## src/rtl/kwd_pkg.sv

```systemverilog
package kwd_pkg;
  // register word indices (byte offset / 4)
  localparam int IDX_CTRL = 0;
  localparam int IDX_KEY  = 1;
  localparam int IDX_FLAG = 2;
  localparam int IDX_MASK = 3;
  localparam int IDX_LOCK = 5;

  localparam int CTRL_W = 11;

  localparam logic [7:0] KEY_FIRST  = 8'hA5;
  localparam logic [7:0] KEY_SECOND = 8'h5A;
  localparam logic [7:0] LOCK_KEY   = 8'h24;
  localparam logic [7:0] UNLOCK_KEY = 8'h42;

  // control -> datapath strobes
  typedef struct packed {
    logic       timerOn;
    logic       clkOn;
    logic       clrCnt;
    logic [3:0] intCode;
    logic [3:0] rstCode;
  } kwdCmd_t;

  // datapath -> control events
  typedef struct packed {
    logic intHit;
    logic rstHit;
  } kwdEvt_t;
endpackage

```

## src/rtl/kwd_counter.sv

```systemverilog
module kwd_counter
  import kwd_pkg::*;
#(
  parameter int MAX_EXP = 25
) (
  input  logic    clk,
  input  logic    rstN,
  input  kwdCmd_t cmd,
  output kwdEvt_t evt
);
  localparam int CNT_W = MAX_EXP + 1;
  localparam logic [CNT_W-1:0] ONE = CNT_W'(1);

  logic [CNT_W-1:0] cnt;
  logic             inRstStage;
  logic [CNT_W-1:0] lim [2];
  logic [CNT_W-1:0] curLim;
  logic             atEnd;

  function automatic logic [CNT_W-1:0] lastCount(input logic [3:0] code);
    return (ONE << (MAX_EXP - int'(code))) - ONE;
  endfunction

  // one terminal-count decoder per stage
  for (genvar g = 0; g < 2; g++) begin : gLim
    assign lim[g] = lastCount((g == 0) ? cmd.intCode : cmd.rstCode);
  end

  always_comb begin
    curLim     = inRstStage ? lim[1] : lim[0];
    atEnd      = cmd.timerOn & cmd.clkOn & ~cmd.clrCnt & (cnt >= curLim);
    evt.intHit = atEnd & ~inRstStage;
    evt.rstHit = atEnd & inRstStage;
  end

  always_ff @(posedge clk or negedge rstN) begin
    if (!rstN) begin
      cnt        <= '0;
      inRstStage <= 1'b0;
    end else if (!cmd.timerOn || cmd.clrCnt) begin
      cnt        <= '0;
      inRstStage <= 1'b0;
    end else if (cmd.clkOn) begin
      if (atEnd) begin
        cnt        <= '0;
        inRstStage <= ~inRstStage;
      end else begin
        cnt <= cnt + ONE;
      end
    end
  end

  assert_hold_zero_R9: assert property (@(posedge clk) disable iff (!rstN)
    !cmd.timerOn |=> (cnt == '0) && !inRstStage);

  assert_frozen_R9: assert property (@(posedge clk) disable iff (!rstN)
    (cmd.timerOn && !cmd.clkOn && !cmd.clrCnt) |=> $stable(cnt) && $stable(inRstStage));

  assert_service_R4: assert property (@(posedge clk) disable iff (!rstN)
    cmd.clrCnt |=> (cnt == '0) && !inRstStage);
endmodule

```

## src/rtl/kwd_regs.sv

```systemverilog
module kwd_regs
  import kwd_pkg::*;
#(
  parameter int ADDR_W = 5,
  parameter int DATA_W = 32
) (
  input  logic              clk,
  input  logic              rstN,
  input  logic              wrEn,
  input  logic [ADDR_W-1:0] addr,
  input  logic [DATA_W-1:0] wrData,
  output logic [DATA_W-1:0] rdData,
  input  kwdEvt_t           evt,
  output kwdCmd_t           cmd,
  output logic              irqOut,
  output logic              rstReqOut
);
  localparam int WIDX_W = ADDR_W - 2;

  logic [WIDX_W-1:0] wIdx;
  logic [CTRL_W-1:0] ctrlReg;
  logic locked, toFlag, rsFlag, enIrq, enRst, keyArmed, rstReqQ;
  logic selCtrl, selKey, selFlag, selMask, selLock, keyDone;
  logic [7:0] wrByte;
  logic unusedBits;

  assign wIdx    = addr[ADDR_W-1:2];
  assign wrByte  = wrData[7:0];
  assign selCtrl = wrEn && (wIdx == WIDX_W'(IDX_CTRL));
  assign selKey  = wrEn && (wIdx == WIDX_W'(IDX_KEY));
  assign selFlag = wrEn && (wIdx == WIDX_W'(IDX_FLAG));
  assign selMask = wrEn && (wIdx == WIDX_W'(IDX_MASK));
  assign selLock = wrEn && (wIdx == WIDX_W'(IDX_LOCK));
  assign keyDone = selKey && keyArmed && (wrByte == KEY_SECOND);
  assign unusedBits = ^{addr[1:0], wrData[DATA_W-1:CTRL_W]};

  always_comb begin
    cmd.intCode = ctrlReg[3:0];
    cmd.rstCode = ctrlReg[7:4];
    cmd.timerOn = ctrlReg[8];
    cmd.clkOn   = ctrlReg[9];
    cmd.clrCnt  = keyDone;
  end

  // control register and its lock
  always_ff @(posedge clk or negedge rstN) begin
    if (!rstN) begin
      ctrlReg <= '0;
      locked  <= 1'b0;
    end else begin
      if (selCtrl && !locked) ctrlReg <= wrData[CTRL_W-1:0];
      if (selLock) begin
        if (wrByte == LOCK_KEY)        locked <= 1'b1;
        else if (wrByte == UNLOCK_KEY) locked <= 1'b0;
      end
    end
  end

  // service key sequencer
  always_ff @(posedge clk or negedge rstN) begin
    if (!rstN)       keyArmed <= 1'b0;
    else if (selKey) keyArmed <= (wrByte == KEY_FIRST);
  end

  // flags, masks and reset pulse
  always_ff @(posedge clk or negedge rstN) begin
    if (!rstN) begin
      toFlag  <= 1'b0;
      rsFlag  <= 1'b0;
      enIrq   <= 1'b0;
      enRst   <= 1'b0;
      rstReqQ <= 1'b0;
    end else begin
      if (evt.intHit)                 toFlag <= 1'b1;
      else if (selFlag && wrData[0])  toFlag <= 1'b0;
      if (evt.rstHit)                 rsFlag <= 1'b1;
      else if (selFlag && wrData[2])  rsFlag <= 1'b0;
      if (selMask) begin
        enIrq <= wrData[0];
        enRst <= wrData[2];
      end
      rstReqQ <= evt.rstHit && enRst;
    end
  end

  assign irqOut    = toFlag & enIrq;
  assign rstReqOut = rstReqQ;

  always_comb begin
    rdData = '0;
    case (int'(wIdx))
      IDX_CTRL: rdData[CTRL_W-1:0] = ctrlReg;
      IDX_FLAG: begin rdData[0] = toFlag; rdData[2] = rsFlag; end
      IDX_MASK: begin rdData[0] = enIrq;  rdData[2] = enRst;  end
      IDX_LOCK: rdData[0] = locked;
      default:  rdData = '0;
    endcase
  end

  assert_pulse_R3: assert property (@(posedge clk) disable iff (!rstN)
    rstReqOut |=> !rstReqOut);

  assert_rst_flag_R3: assert property (@(posedge clk) disable iff (!rstN)
    rstReqOut |-> rsFlag);

  assert_locked_R6: assert property (@(posedge clk) disable iff (!rstN)
    (locked && selCtrl) |=> $stable(ctrlReg));

  assert_disarm_R4: assert property (@(posedge clk) disable iff (!rstN)
    cmd.clrCnt |=> !keyArmed);

  assert_w1c_R8: assert property (@(posedge clk) disable iff (!rstN)
    (selFlag && wrData[0] && !evt.intHit) |=> !toFlag);
endmodule

```

## src/rtl/keyed_watchdog.sv

```systemverilog
module keyed_watchdog
  import kwd_pkg::*;
#(
  parameter int MAX_EXP = 25,
  parameter int ADDR_W  = 5,
  parameter int DATA_W  = 32
) (
  input  logic              clk,
  input  logic              rstN,
  input  logic              wrEn,
  input  logic [ADDR_W-1:0] addr,
  input  logic [DATA_W-1:0] wrData,
  output logic [DATA_W-1:0] rdData,
  output logic              irqOut,
  output logic              rstReqOut
);
  kwdCmd_t cmd;
  kwdEvt_t evt;

  kwd_regs #(.ADDR_W(ADDR_W), .DATA_W(DATA_W)) i_regs (
    .clk(clk), .rstN(rstN), .wrEn(wrEn), .addr(addr), .wrData(wrData),
    .rdData(rdData), .evt(evt), .cmd(cmd), .irqOut(irqOut), .rstReqOut(rstReqOut)
  );

  kwd_counter #(.MAX_EXP(MAX_EXP)) i_counter (
    .clk(clk), .rstN(rstN), .cmd(cmd), .evt(evt)
  );
endmodule

```

## config.mk

```make
export PLATFORM = sky130hd
export DESIGN_NAME = keyed_watchdog
export DESIGN_NICKNAME = d
export VERILOG_FILES = /design/src/rtl/kwd_pkg.sv /design/src/rtl/kwd_counter.sv /design/src/rtl/kwd_regs.sv /design/src/rtl/keyed_watchdog.sv
export SDC_FILE = /design/constraint.sdc
export NUM_CORES = 1
export LEC_CHECK = 0
export ABC_AREA = 0
export ABC_CLOCK_PERIOD_IN_PS = 5500
export BUFFER_PORTS_ARGS = -buffer_cell sky130_fd_sc_hd__buf_2
export CAP_MARGIN = 0
export CELL_PAD_IN_SITES_DETAIL_PLACEMENT = 1
export CELL_PAD_IN_SITES_GLOBAL_PLACEMENT = 2
export CORE_MARGIN = 8
export CORE_UTILIZATION = 33
export DETAILED_ROUTE_END_ITERATION = 10
export GPL_TIMING_DRIVEN = 0
export PLACE_DENSITY_LB_ADDON = 0.2
export SETUP_SLACK_MARGIN = 0.5
export SLEW_MARGIN = 10
export SYNTH_ARGS = -nofsm -noshare
export SYNTH_HDL_FRONTEND = slang
export SYNTH_SLANG_ARGS = --single-unit
```

## constraint.sdc

```tcl
create_clock -name clk -period 5.5 [get_ports clk]
set_clock_uncertainty 0.15 [all_clocks]
set_input_delay 0.55 -clock clk [delete_from_list [all_inputs] [get_ports clk]]
set_output_delay 0.55 -clock clk [all_outputs]
set_load 0.03 [all_outputs]
```

==> run_results.csv, run 1 <==
group,metric,value,unit
synth,async_flop_share,1.00,
place,dp_slack,-625,ps
critical_path,critPathKind,"reg2reg",
status,status,"finished, final reports clean",
synth,yosys-top-cells-area,"dfrtp_1 30%, ha_1 9.8%, mux2_2 4.8%, nor2_1 4.7%, xor2_1 4.5%",
synth,avgSynthCellArea,8.51,µm²
routing,drt_pass1_iterations,4,
critical_path,reg2reg_from,"i_counter.inRstStage",
place,numPortBuffers,27,
synth,ys_seq_area_frac,0.303,
critical_path,reg2reg_to,"i_counter.cnt[3]",
timing,worstMarginPinSlew,1050,ps
critical_path,crit_path_end_kind,"flop",
global_routing,grt.total_usage,0.155,
cells_and_area,num_antenna_cells,0,
die,die_h,122,µm
critical_path,critPathBufInv,4,
die,start_util,0.340,
critical_path,crit_family,"simple AND/OR/NAND/NOR gates",
flow_run,maxCapViolCount,0,
cts,clk_pin_slew_worst_paths,60,ps
worst_hold_path,hold_path.class,"in2async",
global_routing,grt_pass1_wl,18.4,mm
routing,wl_per_cell,17.4,µm
die,die_area,0.0149,mm²
timing,rsz0062_at_grt,"false",
timing,slew-limit-headroom,0.298,
power_and_ir_drop,leakagePower,2.09,nW
routing,vias,3399,
global_routing,grt_pass1_vias,3567,
timing,setup_viol,0,
synth,synth_warnings,0,
routing,ant_nets,0,
place,dp_hpwl,8.86,mm
timing,fmax,207,MHz
timing,finalCritPeriodShare,0.878,
critical_path,cp_max_fo,8,
critical_path,slowest_stage,"nor4_4",
cells_and_area,drive_gt1_frac,0.238,
cts,clockBufferDepth,2,
die,coreArea,0.0109,mm²
timing,setup_tns,0,ps
critical_path,critPathArrivalTime,4850,ps
place,gp_congestion,0.837,
routing,remaining_drc_errors,0,
critical_path,worst-r2r-cell-count,20,
timing,hold_viol,0,
power_and_ir_drop,worst_ir_drop_vdd,0.141,mV
critical_path,crit_path_max_incr_delay,460,ps
timing,worst_slack,669,ps
synth,yosysUniqueCellTypes,63,
cts,numCtsBuffers,5,
timing,holdWs,307,ps
synth,yosys.area.top_type,"dfrtp_1",
cts,numClockSinks,45,
cells_and_area,final_nets,569,
cells_and_area,syn2layout_area_growth,19.7,%
power_and_ir_drop,powerDensity,274,mW/mm²
critical_path,cp-start-kind,"flop",
timing,period_minus_slack,4830,ps
global_routing,grt_antenna_before_repair,0,
synth,synth_edf_count,0,
synth,ys_seq_elements,45,
critical_path,r2r_slack,670,ps
cts,h-tree-depth,2,
cells_and_area,fill_cells,1352,
cts,root_buffer,"clkbuf_16",
cts,cts_tree,"yes",
cts,clock_latency,290,ps
global_routing,overflow,0,
routing,routed_via_density,5.31,
die,io_pins,74,
routing,routed_wirelength,11.1,mm
synth,synth_top_area_frac,0.303,
critical_path,cp_data_required_time,5520,ps
global_routing,grt_max_degree,46,
synth,netlist_instances,437,
synth,ys.flop_type,"dfrtp_1",
synth,syn_area,0.00372,mm²
routing,drtIter0Drc,162,
timing,maxSlewViolCount,0,
critical_path,path_cells,"mux2_4, inv_4, ha_1, or2_4, buf_6, or3_4, ha_4, o21a_1, buf_6, a211o_1, o21ai_1, a21oi_1, ha_1, nand4_1, nor4_4, a41oi_2, o211ai_1, buf_4, nor3_1, a221o_1",
die,die_x,122,µm
die,num_rows,38,
## metrics by stage
step / util / total power, mW / instances / instance area, µm²
after floorplan: - / 0.727 / 457 / 3790
after global placement: 0.375 / 0.854 / 624 / 4110
after detailed placement: 0.375 / 0.867 / 624 / 4110
after CTS: 0.400 / 1.20 / 636 / 4380
after global routing: 0.407 / 1.31 / 640 / 4450
final: 0.407 / 1.22 / 640 / 4450
## repair_timing
item	in CTS	in global routing
hold buffers	0	0
setup endpoints to repair	30	30
pin swaps	3	8
gates resized for setup	26	21
setup buffers	5	4
## state kept, by name (all words and copies together) (netlist names)
| register | cells |
|---|---|
| i_counter.cnt | 26 |
| i_counter.inRstStage | 1 |
| i_regs.ctrlReg | 11 |
| i_regs.enIrq | 1 |
| i_regs.enRst | 1 |
| i_regs.keyArmed | 1 |
| i_regs.locked | 1 |
| i_regs.rsFlag | 1 |
| i_regs.rstReqOut | 1 |
| i_regs.toFlag | 1 |
## layout by cell type (no fill, tap or decap), types with 4 or more instances in the layout
cell | synthesis | final
nor2_1 | 47 | 46
dfrtp_1 | 45 | 44
nand2_1 | 34 | 33
buf_4 | 22 | 33
buf_2 | 2 | 28
ha_1 | 29 | 28
a21oi_1 | 22 | 22
conb_1 | 1 | 21
xor2_1 | 19 | 19
o21ai_0 | 21 | 19
nand4_1 | 16 | 16
mux2_2 | 16 | 15
and2_1 | 15 | 15
inv_1 | 17 | 14
nand3_1 | 11 | 11
and3_1 | 8 | 8
nor3_1 | 8 | 8
clkbuf_1 | 9 | 6
buf_6 | 2 | 5
a31oi_1 | 5 | 5
nor2b_1 | 5 | 5
clkbuf_16 | 0 | 5
a22oi_1 | 4 | 4
a211oi_1 | 4 | 4
## worst max path at each step
stage                              to  depth (start not counted)                  from  slack [ps]
floorplan           i_counter.cnt[10]                         20  i_counter.inRstStage         670
global placement     i_counter.cnt[9]                         19  i_counter.inRstStage        -560
detailed placement  i_counter.cnt[10]                         19  i_counter.inRstStage        -630
CTS                  i_counter.cnt[2]                         19  i_counter.inRstStage         500
global route         i_counter.cnt[3]                         20  i_counter.inRstStage         480
finish               i_counter.cnt[3]                         20  i_counter.inRstStage         670
## area by class of cell
class                           count  area [µm²]  area share
Buffer                             39         282      0.0632
Clock buffer                        7         143      0.0320
Inverter                           17        66.3      0.0149
Multi-Input combinational cell    356        2460       0.552
Sequential cell                    45        1130       0.253
Tap cell                          140         175      0.0393
Timing Repair Buffer               36         203      0.0455
## cell families (layout without fill, tap and decap cells)
| family | Yosys count | in the layout | share of synthesized area |
|---|---|---|---|
| compound gates | 88 | 88 | 0.155 |
| mux | 21 | 21 | 0.0619 |
| other cells | 1 | 21 | 0.00101 |
| fa+ha+maj | 29 | 29 | 0.0975 |
| simple gates | 175 | 175 | 0.246 |
| xor+xnor | 22 | 22 | 0.0518 |
| buf+inv | 56 | 99 | 0.0834 |
| flops | 45 | 45 | 0.303 |
## per-layer routing
layer / share of wire / up-vias / track usage
met5: 0 / - / 0
met4: 0.016 / 0 / 0.0434
met3: 0.030 / 14 / 0.0264
met2: 0.47 / 45 / 0.253
met1: 0.49 / 1671 / 0.205
li1: - / 1669 / -
## cell usage after synthesis, types with 3 or more instances
| cell type | instances |
|---|---|
| and4_1 | 3 |
| nand3_1 | 11 |
| buf_4 | 22 |
| nor3_1 | 8 |
| ha_1 | 29 |
| nand2_1 | 34 |
| and3_1 | 8 |
| inv_1 | 17 |
| buf_1 | 4 |
| o31ai_1 | 3 |
| mux2i_1 | 5 |
| clkbuf_1 | 9 |
| a211oi_1 | 4 |
| a22oi_1 | 4 |
| nor4_1 | 3 |
| or2_2 | 4 |
| nand2b_1 | 3 |
| mux2_2 | 16 |
| nor2_1 | 47 |
| dfrtp_1 | 45 |
| a31oi_1 | 5 |
| a32oi_1 | 3 |
| and2_1 | 15 |
| a21oi_1 | 22 |
| xor2_1 | 19 |
| o21ai_0 | 21 |
| or3_1 | 4 |
| nor2b_1 | 5 |
| nand4b_1 | 3 |
| xnor2_1 | 3 |
| nand4_1 | 16 |
## worst register-to-register path, stage by stage (launching register included)
cell,delay [ps]
dfrtp_2,440
mux2_4,350
inv_4,70
ha_1,230
or2_4,250
buf_6,130
or3_4,340
ha_4,180
o21a_1,110
buf_6,140
a211o_1,280
o21ai_1,80
a21oi_1,90
ha_1,310
nand4_1,190
nor4_4,460
a41oi_2,170
o211ai_1,250
buf_4,190
nor3_1,40
a221o_1,260
## where the power goes
group / internal [mW] / switching (mW) / leakage (nW) / total, mW
sequential: 0.356 / 0.0285 / 0.601 / 0.385
clock: 0.178 / 0.121 / 0.0700 / 0.299
combinational: 0.204 / 0.333 / 1.42 / 0.537
total: 0.739 / 0.482 / 2.09 / 1.22
No activity file was read; power rests on OpenSTA's default activity.
==> inputs of run 2 (changes only) <==
PLACE_DENSITY = 0.77   (was unset)
PLACE_DENSITY_LB_ADDON = unset   (was 0.2)
==> run_results.csv, run 2 (synthesized netlist as in run 1, its figures left out) <==
group,metric,value,unit
status,status,"finished, final reports clean",
cts,clock_latency,290,ps
critical_path,reg2reg_from,"i_counter.inRstStage",
timing,setup_tns,0,ps
power_and_ir_drop,p_sw_frac,0.382,
routing,remaining_drc_errors,0,
cells_and_area,layout_commonest_cell,"nor2_1",
routing,ant_nets,0,
cts,clk_pin_slew_worst_paths,60,ps
place,gp_congestion,0.836,
routing,wl_per_cell,17.1,µm
power_and_ir_drop,pwr-share-comb,0.432,
power_and_ir_drop,leakagePower,2.14,nW
die,die_x,122,µm
place,dp_hpwl,8.55,mm
die,coreArea,0.0109,mm²
timing,setup_viol,0,
timing,fmax,207,MHz
timing,slew-limit-headroom,0.293,
cells_and_area,syn2layout_area_growth,23.0,%
place,numPortBuffers,27,
cells_and_area,layout_common_cells,"46 x nor2_1, 44 x dfrtp_1, 37 x buf_4",
global_routing,grt_antenna_before_repair,0,
power_and_ir_drop,worst_ir_drop_vdd,0.131,mV
critical_path,crit_path_start,"i_counter.inRstStage",
flow_run,maxCapViolCount,0,
cells_and_area,regMostFlops,"i_counter.cnt",
global_routing,grt_pass1_vias,3553,
timing,finalCritPeriodShare,0.877,
cells_and_area,fill_cells,1325,
critical_path,cp_data_required_time,5510,ps
cells_and_area,drive_gt1_frac,0.258,
global_routing,grt_pass1_wl,18.2,mm
critical_path,worst-r2r-cell-count,18,
power_and_ir_drop,total_power,1.30,mW
power_and_ir_drop,clock_power_share,0.272,
place,dp.cells,624,
power_and_ir_drop,p_int,0.803,mW
timing,rsz0062_at_grt,"false",
global_routing,use_met1,0.201,
power_and_ir_drop,powerDensity,284,mW/mm²
die,die_area,0.0149,mm²
routing,routed_via_density,5.28,
cts,holdBufCountCts,0,
critical_path,cp_max_fo,6,
routing,drt_pass1_iterations,4,
cells_and_area,largest_reg_flops,26,
critical_path,cp-start-kind,"flop",
global_routing,use_met3,0.0245,
cts,numClockSinks,45,
global_routing,grt_max_degree,46,
critical_path,critPathArrivalTime,4840,ps
cells_and_area,num_antenna_cells,0,
timing,holdWs,305,ps
die,io_pins,74,
power_and_ir_drop,seqPwrFrac,0.296,
timing,maxSlewViolCount,0,
timing,worstMarginPinSlew,1060,ps
die,num_rows,38,
global_routing,top_usage_layer,"met2",
routing,vias,3424,
die,die_h,122,µm
cts,numCtsBuffers,5,
critical_path,crit_path_end_kind,"flop",
cts,root_buffer,"clkbuf_16",
cts,h-tree-depth,2,
routing,routed_wirelength,11.1,mm
global_routing,grt_use_met2,0.249,
cells_and_area,final_nets,576,
cts,cts_tree,"yes",
cells_and_area,reg_top3,"i_counter.cnt: 26 flops, i_regs.ctrlReg: 11 flops",
global_routing,grt.total_usage,0.152,
timing,period_minus_slack,4830,ps
critical_path,critPathKind,"reg2reg",
cts,clockBufferDepth,2,
die,start_util,0.340,
routing,drtIter0Drc,133,
worst_hold_path,hold_path.class,"in2async",
power_and_ir_drop,switchingPower,0.497,mW
timing,hold_viol,0,
global_routing,overflow,0,
cells_and_area,layout.cells.non_filler,648,
[run 2: per-layer routing]
layer	share of wire	wire, µm
met1	0.48	5320
met2	0.48	5290
met3	0.032	357
met4	0.010	114
met5	0	0
[run 2: cell type report]
class                           count  area, µm²  area share
Multi-Input combinational cell    356       2470       0.541
Tap cell                          140        175      0.0383
Inverter                           17       66.3      0.0145
Clock inverter                      1       30.0     0.00656
Clock buffer                        7        143      0.0312
Sequential cell                    45       1130       0.246
Timing Repair Buffer               43        268      0.0585
Buffer                             39        293      0.0640
[run 2: what timing repair did]
| action | 4_1_cts | 5_1_grt |
|---|---|---|
| setup endpoints to repair | 30 | 30 |
| gates resized for setup | 25 | 30 |
| buffers inserted | 3 | 13 |
| pin swaps | 3 | 15 |
[run 2: final timing paths]
path                                         to  slack, ps
setup reg to reg               i_counter.cnt[3]        670
hold / removal                i_regs.ctrlReg[9]        300
max in group asynchronous  i_counter.inRstStage       4180
setup / recovery               i_counter.cnt[3]        670
min in group clk                  i_regs.rsFlag        330
hold reg to reg                   i_regs.rsFlag        330
[run 2: power groups by stage]
stage	combinational, mW	clock (mW)	sequential (mW)
CTS	0.499	0.363	0.385
finish	0.562	0.354	0.385
detailed placement	0.475	0	0.388
floorplan	0.349	0	0.378
global placement	0.465	0	0.386
global route	0.617	0.375	0.390
[run 2: critical path, stage by stage, from the launching register on]
cell      delay (ps)
dfrtp_2          450
mux2_4           360
inv_4             80
ha_4             200
or2_4            220
buf_6            130
or3_1            370
ha_2             220
buf_4            140
inv_1             90
nand3_1           90
a211oi_2         190
a221oi_1          90
ha_1             320
nand4_1          230
nor4_4           450
nor2b_1          410
nor3b_2          130
a221o_1          370
[run 2: metrics by stage]
step                area [µm²]  utilization  worst slack [ps]
floorplan                 3790            -               673
global placement          4110        0.375              -512
detailed placement        4110        0.375              -557
CTS                       4390        0.401               505
global route              4580        0.419               474
finish                    4580        0.419               675
==> inputs of run 3 (changes only) <==
CORE_ASPECT_RATIO = 1.2   (was unset)
==> run_results.csv, run 3 (synthesized netlist as in run 1, its figures left out) <==
group,metric,value,unit
place,numPortBuffers,27,
cts,root_buffer,"clkbuf_16",
cells_and_area,regArea,0.00113,mm²
flow_run,maxCapViolCount,0,
cells_and_area,regMostFlops,"i_counter.cnt",
cells_and_area,fill_cells,1342,
global_routing,grt_max_degree,46,
timing,slew-limit-headroom,0.293,
die,die_h,132,µm
cells_and_area,multi_input_area,0.00251,mm²
routing,routed_wirelength,11.7,mm
power_and_ir_drop,total_power,1.27,mW
global_routing,grt_pass1_vias,3605,
timing,worst_slack,654,ps
cts,holdBufCountCts,0,
cells_and_area,layout_common_cells,"46 x nor2_1, 44 x dfrtp_1, 42 x buf_4",
cts,clk_pin_slew_worst_paths,60,ps
critical_path,critPathArrivalTime,4870,ps
power_and_ir_drop,powerDensity,278,mW/mm²
timing,period_minus_slack,4850,ps
routing,drtIter0Drc,114,
die,die_area,0.0149,mm²
cells_and_area,reg_top3,"i_counter.cnt: 26 flops, i_regs.ctrlReg: 11 flops",
critical_path,cp_data_required_time,5530,ps
timing,hold_viol,0,
die,io_pins,74,
timing,maxSlewViolCount,0,
place,gp_congestion,0.895,
die,die_x,113,µm
worst_hold_path,hold_path.class,"in2async",
cells_and_area,layout_commonest_cell,"nor2_1",
cts,clock_latency,290,ps
critical_path,reg2reg_from,"i_counter.inRstStage",
die,start_util,0.337,
power_and_ir_drop,worst_ir_drop_vdd,0.153,mV
timing,setup_viol,0,
routing,wl_per_cell,18.3,µm
place,dp_slack,-780,ps
critical_path,cp-start-kind,"flop",
cells_and_area,syn2layout_area_growth,23.0,%
critical_path,critPathKind,"reg2reg",
timing,finalCritPeriodShare,0.881,
global_routing,grt_pass1_wl,19.0,mm
timing,setup_tns,0,ps
timing,fmax,206,MHz
cts,h-tree-depth,2,
die,coreArea,0.0110,mm²
cells_and_area,final_nets,579,
cells_and_area,largest_reg_flops,26,
global_routing,grt.total_usage,0.158,
routing,ant_nets,0,
status,status,"finished, final reports clean",
routing,vias,3468,
place,dp_hpwl,9.00,mm
power_and_ir_drop,leakagePower,2.15,nW
critical_path,crit_path_start,"i_counter.inRstStage",
routing,drt_pass1_iterations,4,
cells_and_area,drive_gt1_frac,0.268,
cts,clockBufferDepth,2,
critical_path,cp_max_fo,8,
routing,routed_via_density,5.39,
global_routing,overflow,0,
timing,rsz0062_at_grt,"true",
global_routing,grt_antenna_before_repair,0,
routing,remaining_drc_errors,0,
cts,numCtsBuffers,5,
critical_path,crit_path_end_kind,"flop",
cts,cts_tree,"yes",
die,num_rows,42,
cts,numClockSinks,45,
cells_and_area,num_antenna_cells,0,
timing,worstMarginPinSlew,1060,ps
-- run 3: cell count changes in the layout (fill, tap and decap cells not counted), sizes merged --
cell / delta
clkinv: +2
buf: +3
bufinv: -1
clkbuf: -1
-- run 3: repair_timing --
item	4_1_cts	5_1_grt
setup endpoints to repair	30	30
pin swaps	3	13
gates cloned	0	0
buffers inserted	5	14
gates resized for setup	30	23
-- run 3: layout make-up --
class,count,area share
multi-input cells,356,0.548
flip-flops and latches,45,0.246
repair buffers,46,0.0634
plain buffers,39,0.0615
well taps,132,0.0361
clock buffers,6,0.0282
inverters,17,0.0145
clock inverters,2,0.00219
-- run 3: final timing paths --
kind,endpoint,slack (ps),cells past startpoint
max,i_counter.cnt[3],650,20
min,i_regs.rsFlag,300,1
max reg2reg,i_counter.cnt[3],650,20
min reg2reg,i_regs.rsFlag,340,1
max in group asynchronous,i_counter.inRstStage,4190,1
min in group clk,i_regs.keyArmed,340,2
-- run 3: worst max-delay path: stages, from the launching register on --
cell      delay, ps
dfrtp_2         430
buf_6           140
mux2i_4         280
ha_4            240
or2_4           250
buf_6           120
or3_4           330
ha_4            180
o21a_1          110
buf_6           140
a211o_1         250
o21ai_1          70
a21oi_1          80
ha_1            290
nand4_1         230
nor4_4          460
a41oi_2         210
o211ai_1        250
buf_4           180
nor3_1           40
a221o_1         270
-- run 3: stage by stage --
step / hold WS [ps] / cells / util / instance area (µm²)
3_5_place_dp: 324 / 616 / 0.371 / 4100
2_1_floorplan: 104 / 457 / - / 3790
3_3_place_gp: 327 / 616 / 0.371 / 4100
6_report: 302 / 643 / 0.415 / 4580
5_1_grt: 345 / 643 / 0.415 / 4580
4_1_cts: 330 / 629 / 0.396 / 4370
-- run 3: report_power, final --
group | internal [mW] | leakage [nW] | switching, mW
sequential | 0.356 | 0.601 | 0.0299
combinational | 0.233 | 1.48 | 0.358
clock | 0.167 | 0.0706 | 0.130
total | 0.756 | 2.15 | 0.517
-- run 3: routing by layer --
| layer | routed length (µm) | track usage |
|---|---|---|
| met1 | 4880 | 0.179 |
| met3 | 400 | 0.0316 |
| met5 | 0 | 0 |
| met4 | 356 | 0.0749 |
| met2 | 6110 | 0.278 |
